<file path="src/rtl/pcd_pkg.sv">
package pcd_pkg;

    localparam int BYTE_W    = 8;
    localparam int COL_W     = 6;
    localparam int ROW_W     = 7;
    localparam int ROW_LIMIT = 80;
    localparam int COL_LAST  = (1 << COL_W) - 1;
    localparam int ROW_LAST  = ROW_LIMIT - 1;
    localparam int MAX_ARGS  = 8;
    localparam int CNT_W     = $clog2(MAX_ARGS + 1);
    localparam int WRAP_STEPS = (1 << BYTE_W) / ROW_LIMIT + 1;

    typedef enum logic [2:0] {
        OPK_SKIP,
        OPK_COLWIN,
        OPK_ROWWIN,
        OPK_REMAP,
        OPK_UNKNOWN
    } op_kind_e;

    typedef struct packed {
        op_kind_e         kind;
        logic [CNT_W-1:0] nargs;
    } op_info_t;

    typedef struct packed {
        logic              fire;
        op_kind_e          kind;
        logic [BYTE_W-1:0] first;
        logic [BYTE_W-1:0] last;
    } cmd_event_t;

    typedef struct packed {
        logic [COL_W-1:0]  col_start;
        logic [COL_W-1:0]  col_end;
        logic [ROW_W-1:0]  row_start;
        logic [ROW_W-1:0]  row_end;
        logic [BYTE_W-1:0] remap;
    } win_state_t;

    localparam win_state_t WIN_RESET = '{
        col_start: '0,
        col_end:   COL_W'(COL_LAST),
        row_start: '0,
        row_end:   ROW_W'(ROW_LAST),
        remap:     '0
    };

    function automatic op_info_t classify(input logic [BYTE_W-1:0] op);
        op_info_t r;
        r.kind  = OPK_SKIP;
        r.nargs = '0;
        case (op)
            8'h15: begin r.kind = OPK_COLWIN; r.nargs = CNT_W'(2); end
            8'h75: begin r.kind = OPK_ROWWIN; r.nargs = CNT_W'(2); end
            8'hA0: begin r.kind = OPK_REMAP;  r.nargs = CNT_W'(1); end
            8'h81, 8'hA1, 8'hA2, 8'hA8, 8'hAD,
            8'hB1, 8'hB2, 8'hB3, 8'hBC, 8'hBE, 8'hBF:
                r.nargs = CNT_W'(1);
            8'hB8:
                r.nargs = CNT_W'(MAX_ARGS);
            8'h84, 8'h85, 8'h86, 8'hA4, 8'hA5, 8'hA6, 8'hA7,
            8'hAE, 8'hAF, 8'hE3, 8'hFF:
                r.nargs = '0;
            default: r.kind = OPK_UNKNOWN;
        endcase
        return r;
    endfunction

    function automatic logic [ROW_W-1:0] row_wrap(input logic [BYTE_W-1:0] v);
        int t;
        t = int'(v);
        for (int i = 0; i < WRAP_STEPS; i++) begin
            if (t >= ROW_LIMIT) t = t - ROW_LIMIT;
        end
        return ROW_W'(t);
    endfunction

endpackage

</file>
<file path="src/rtl/pcd_classify.sv">
module pcd_classify
    import pcd_pkg::*;
(
    input  logic [BYTE_W-1:0] op_byte,
    output op_info_t          info
);
    always_comb begin
        info = classify(op_byte);
    end
endmodule

</file>
<file path="src/rtl/pcd_sequencer.sv">
module pcd_sequencer
    import pcd_pkg::*;
(
    input  logic              clk,
    input  logic              rst,
    input  logic              cs_active,
    input  logic              cmd_strobe,
    input  logic [BYTE_W-1:0] cmd_byte,
    input  op_info_t          info,
    output cmd_event_t        evt,
    output logic              err_q
);
    logic [CNT_W-1:0]  cnt_q;
    logic [CNT_W-1:0]  nargs_q;
    op_kind_e          kind_q;
    logic [BYTE_W-1:0] first_q;

    logic              at_opcode;
    logic              is_unknown;
    logic              finishing;
    logic              starting;

    always_comb begin
        at_opcode  = (cnt_q == '0);
        is_unknown = at_opcode && (info.kind == OPK_UNKNOWN);
        starting   = cmd_strobe && at_opcode && !is_unknown && (info.nargs != '0);
        finishing  = cmd_strobe && !at_opcode && (cnt_q == nargs_q);

        evt       = '0;
        evt.kind  = OPK_SKIP;
        if (finishing) begin
            evt.fire  = 1'b1;
            evt.kind  = kind_q;
            evt.first = (cnt_q == CNT_W'(1)) ? cmd_byte : first_q;
            evt.last  = cmd_byte;
        end
    end

    always_ff @(posedge clk) begin
        if (rst) begin
            cnt_q   <= '0;
            nargs_q <= '0;
            kind_q  <= OPK_SKIP;
            first_q <= '0;
            err_q   <= 1'b0;
        end else begin
            err_q <= cmd_strobe && is_unknown;
            if (!cs_active) begin
                cnt_q <= '0;
            end else if (starting) begin
                cnt_q   <= CNT_W'(1);
                nargs_q <= info.nargs;
                kind_q  <= info.kind;
            end else if (finishing) begin
                cnt_q <= '0;
            end else if (cmd_strobe && !at_opcode) begin
                cnt_q <= cnt_q + CNT_W'(1);
            end
            if (cmd_strobe && cnt_q == CNT_W'(1)) begin
                first_q <= cmd_byte;
            end
        end
    end
endmodule

</file>
<file path="src/rtl/pcd_apply.sv">
module pcd_apply
    import pcd_pkg::*;
(
    input  logic       clk,
    input  logic       rst,
    input  cmd_event_t evt,
    output win_state_t state_q
);
    always_ff @(posedge clk) begin
        if (rst) begin
            state_q <= WIN_RESET;
        end else if (evt.fire) begin
            case (evt.kind)
                OPK_COLWIN: begin
                    state_q.col_start <= evt.first[COL_W-1:0];
                    state_q.col_end   <= evt.last[COL_W-1:0];
                end
                OPK_ROWWIN: begin
                    state_q.row_start <= row_wrap(evt.first);
                    state_q.row_end   <= row_wrap(evt.last);
                end
                OPK_REMAP: begin
                    state_q.remap <= evt.last;
                end
                default: ;
            endcase
        end
    end
endmodule

</file>
<file path="src/rtl/pcd_pixel_path.sv">
module pcd_pixel_path
    import pcd_pkg::*;
(
    input  logic              clk,
    input  logic              rst,
    input  logic              pix_strobe,
    input  logic [BYTE_W-1:0] byte_in,
    output logic              pix_valid_q,
    output logic [BYTE_W-1:0] pix_byte_q
);
    always_ff @(posedge clk) begin
        if (rst) begin
            pix_valid_q <= 1'b0;
            pix_byte_q  <= '0;
        end else begin
            pix_valid_q <= pix_strobe;
            if (pix_strobe) pix_byte_q <= byte_in;
        end
    end
endmodule

</file>
<file path="src/rtl/pcd_decoder.sv">
module pcd_decoder
    import pcd_pkg::*;
(
    input  logic              clk,
    input  logic              rst,
    input  logic              cs_active,
    input  logic              dc_sel,
    input  logic              byte_valid,
    input  logic [BYTE_W-1:0] byte_in,
    output logic [COL_W-1:0]  col_start_o,
    output logic [COL_W-1:0]  col_end_o,
    output logic [ROW_W-1:0]  row_start_o,
    output logic [ROW_W-1:0]  row_end_o,
    output logic [BYTE_W-1:0] remap_o,
    output logic              cmd_err_o,
    output logic              pix_valid_o,
    output logic [BYTE_W-1:0] pix_byte_o
);
    logic       accepted;
    logic       cmd_strobe;
    logic       pix_strobe;
    op_info_t   info;
    cmd_event_t evt;
    win_state_t state;

    always_comb begin
        accepted   = byte_valid && cs_active;
        cmd_strobe = accepted && !dc_sel;
        pix_strobe = accepted && dc_sel;
    end

    pcd_classify u_classify (
        .op_byte (byte_in),
        .info    (info)
    );

    pcd_sequencer u_seq (
        .clk        (clk),
        .rst        (rst),
        .cs_active  (cs_active),
        .cmd_strobe (cmd_strobe),
        .cmd_byte   (byte_in),
        .info       (info),
        .evt        (evt),
        .err_q      (cmd_err_o)
    );

    pcd_apply u_apply (
        .clk     (clk),
        .rst     (rst),
        .evt     (evt),
        .state_q (state)
    );

    pcd_pixel_path u_pix (
        .clk         (clk),
        .rst         (rst),
        .pix_strobe  (pix_strobe),
        .byte_in     (byte_in),
        .pix_valid_q (pix_valid_o),
        .pix_byte_q  (pix_byte_o)
    );

    always_comb begin
        col_start_o = state.col_start;
        col_end_o   = state.col_end;
        row_start_o = state.row_start;
        row_end_o   = state.row_end;
        remap_o     = state.remap;
    end
endmodule

</file>
<file path="config.mk">
export PLATFORM = sky130hd
export DESIGN_NAME = pcd_decoder
export DESIGN_NICKNAME = d
export VERILOG_FILES = /design/src/rtl/pcd_pkg.sv /design/src/rtl/pcd_classify.sv /design/src/rtl/pcd_sequencer.sv /design/src/rtl/pcd_apply.sv /design/src/rtl/pcd_pixel_path.sv /design/src/rtl/pcd_decoder.sv
export SDC_FILE = /design/constraint.sdc
export NUM_CORES = 1
export LEC_CHECK = 0
export ABC_AREA = 1
export BUFFER_PORTS_ARGS = -buffer_cell sky130_fd_sc_hd__clkbuf_2
export CAP_MARGIN = 10
export CORE_MARGIN = 4
export CORE_UTILIZATION = 40
export DETAILED_ROUTE_END_ITERATION = 12
export SLEW_MARGIN = 15
export SYNTH_ARGS = -nofsm -noshare
export SYNTH_HDL_FRONTEND = slang
export SYNTH_HIERARCHICAL = 1
export SYNTH_SLANG_ARGS = --single-unit
export TNS_END_PERCENT = 20
</file>
<file path="constraint.sdc">
create_clock -name clk -period 7.5 [get_ports clk]
set_input_delay 1.5 -clock clk [delete_from_list [all_inputs] [get_ports clk]]
set_output_delay 1.5 -clock clk [all_outputs]
set_load 0.05 [all_outputs]
</file>
==> flow_summary.ini <==
[worst_setup_path]
end_kind = flip-flop
path_delay_family = simple AND/OR/NAND/NOR gates
critical_path_class = input pin to flip-flop
critPathBufInv = 8
crit_required_ns = 7.69
cp-start-kind = input pin
worst_path_max_delay_cell = a31oi_1
slowest_delay_ns = 0.30
path_common_cell = nand2_1
arrival_ns = 6.80
crit_fanout = 24

[hold_path]
hp-class = flip-flop to flip-flop

[cells_and_area]
drive_gt1_frac = 0.162
most-common-layout-cells = 323 x nand2_1, 141 x inv_1, 130 x nor2_1
regArea_mm2 = 0.00126
finalInstanceArea_mm2 = 0.00669
multi_input_area_mm2 = 0.00389
fill_cells = 1602
nets = 1113
antenna_cells = 0
final_common_cell = nand2_1
syn_to_final_growth_pct = 12.5

[drt]
wl_mm = 14.9
drt.antenna.violating_nets = 0
viasPerCell = 4.74
drt_iter0_drc = 317
wl_per_cell_um = 11.9
vias = 5958
dr.pass1.iters = 4
drc = 0

[floorplanning]
num_rows = 44
die_w_um = 130
io_pins = 57
die-area_mm2 = 0.0169
die_h_um = 130
core_region_area_mm2 = 0.0145
start_util = 0.409

[flow_run]
drv_cap = 0

[power]
p_switching_uw = 211
power_frac_comb = 0.070
ir_drop_v = 0.000111
p_clk_frac = 0.554
switching_share = 0.235
cellPowerDensity_mw_per_mm2 = 135
seqPwrFrac = 0.376
leakage_uw = 0.00368
p_int_uw = 690

[yosys]
yosysSeqAreaShare = 0.212
synth_area_leader_cell = dfxtp_1
synth_area_per_cell_um2 = 5.84
syn_area_mm2 = 0.00594
synthTopCellsByArea = dfxtp_1 21%, nand2_1 20%, inv_1 8.9%
synthCells = 1018
yosysWarnings = 6
synth_ff_type = dfxtp_1
synth_seq_cells = 63
ys_types = 37
syn_nets = 1064
synth-edff-count = 0
synthArstFlopShare = 0
synth_top_area_frac = 0.212

[sta]
period_needed_ns = 6.61
worst_pin_slew_ns = 1.04
setup_viol = 0
slew-limit-headroom = 0.302
finalHoldViolCount = 0
finClkSkew_ns = 0.00631
timing.fmax_mhz = 151
period_share = 0.881
rsz0062_at_grt = no
holdWs_ns = 0.450
fin_tns_setup_ns = 0
drv_slew = 0

[global_routing]
grt_antenna_before_repair = 0
grt_max_degree = 31
gr-total-overflow = 0
grt_util_all_layers = 0.185
grt_pass1_vias = 5509
grt_pass1_wl_mm = 25.6

[placement]
io_buffers = 56
dp_hpwl_mm = 11.6
gp_congestion = 0.933
post_dp_cell_area_mm2 = 0.00632

[clocking]
cts.sink_count = 63
clockBufferDepth = 2
htreeDepth = 3
numCtsBuffers = 9
clk_pin_slew_ns = 0.06
tritoncts = built
cts-root-buf = clkbuf_16
clock_latency_ns = 0.34

[run_status]
status = complete, no violations
[worst reg2reg max path: cells and delay by family (launching register included)]
family	cells	cell delay, ns
fa+ha+maj	5	1.12
buf+inv	8	0.99
flops	1	0.41
simple gates	27	2.68
compound gates	3	0.64
[synthesized netlist by cell type (8+ instances only)]
library cell / count
nand2_4: 8
a21oi_1: 47
nor2_1: 130
nand3b_1: 8
inv_1: 141
inv_2: 19
dfxtp_1: 63
clkbuf_1: 8
xor2_1: 11
a21oi_2: 10
nand2_2: 23
nor3_1: 8
ha_1: 33
nor2_2: 16
buf_6: 12
o21ai_0: 25
nand2_1: 323
nand3_1: 82
o211ai_1: 10
[power groups by stage]
stage | logic, uW | clock network, uW | registers [uW]
after global placement | 62.9 | 0 | 346
after CTS | 62.7 | 514 | 339
after floorplan | 34.6 | 0 | 355
final | 62.9 | 499 | 339
after detailed placement | 62.6 | 0 | 346
after global routing | 70.6 | 531 | 339
[timing repair]
item                       4_1_cts  5_1_grt
setup buffers                    0        0
resized for setup                0        2
hold endpoints to repair         0        0
setup endpoints to repair        0        2
hold buffers                     0        0
[metrics by stage]
stage | instances | setup WS [ns] | power (uW) | util
after floorplan | 1018 | 1.07 | 389 | -
after global placement | 1240 | 0.423 | 409 | 0.435
after detailed placement | 1240 | 0.390 | 409 | 0.435
after CTS | 1256 | 0.741 | 915 | 0.459
after global routing | 1256 | 0.0675 | 941 | 0.460
final | 1256 | 0.889 | 901 | 0.460
[final timing paths]
| kind | startpoint | end | slack, ns | cells after the start |
|---|---|---|---|---|
| setup reg to reg | u_seq/cnt_q[0]$_SDFFE_PP0P_ | u_apply/state_q[13]$_SDFFE_PP0P_ | 1.50 | 43 |
| hold / removal | u_apply/state_q[4]$_SDFFE_PP0P_ | u_apply/state_q[4]$_SDFFE_PP0P_ | 0.45 | 2 |
| hold reg to reg | u_apply/state_q[4]$_SDFFE_PP0P_ | u_apply/state_q[4]$_SDFFE_PP0P_ | 0.45 | 2 |
| setup / recovery | cs_active | u_apply/state_q[13]$_SDFFE_PP0P_ | 0.89 | 43 |
[layer usage]
layer | track usage | share of wire | vias up
met5 | 0 | 0 | -
met1 | 0.250 | 0.50 | 2583
met2 | 0.296 | 0.44 | 107
li1 | - | - | 3245
met4 | 0.0666 | 0.019 | 0
met3 | 0.0352 | 0.041 | 23
[sequential cells by signal (all words and copies together), names as in the netlist]
| name | flops |
|---|---|
| u_seq/cnt_q | 4 |
| u_seq/err_q | 1 |
| u_apply/state_q | 34 |
| u_seq/nargs_q | 4 |
| u_seq/first_q | 8 |
| u_pix/pix_byte_q | 8 |
| u_seq/kind_q | 3 |
| u_pix/pix_valid_q | 1 |
[kinds of logic after synthesis]
family,Yosys count,share of synthesized area
fa+ha+maj,33,0.0695
flops,63,0.212
xor+xnor,12,0.0177
other cells,1,0.000631
buf+inv,188,0.136
compound gates,106,0.105
simple gates,615,0.459
[final cells by class]
type | instances | area share
clock inverters | 6 | 0.0174
well taps | 184 | 0.0344
multi-input cells | 767 | 0.582
clock buffers | 10 | 0.0357
inverters | 162 | 0.0909
repair buffers | 64 | 0.0509
flip-flops and latches | 63 | 0.189
(Power assumes the default switching activity.)
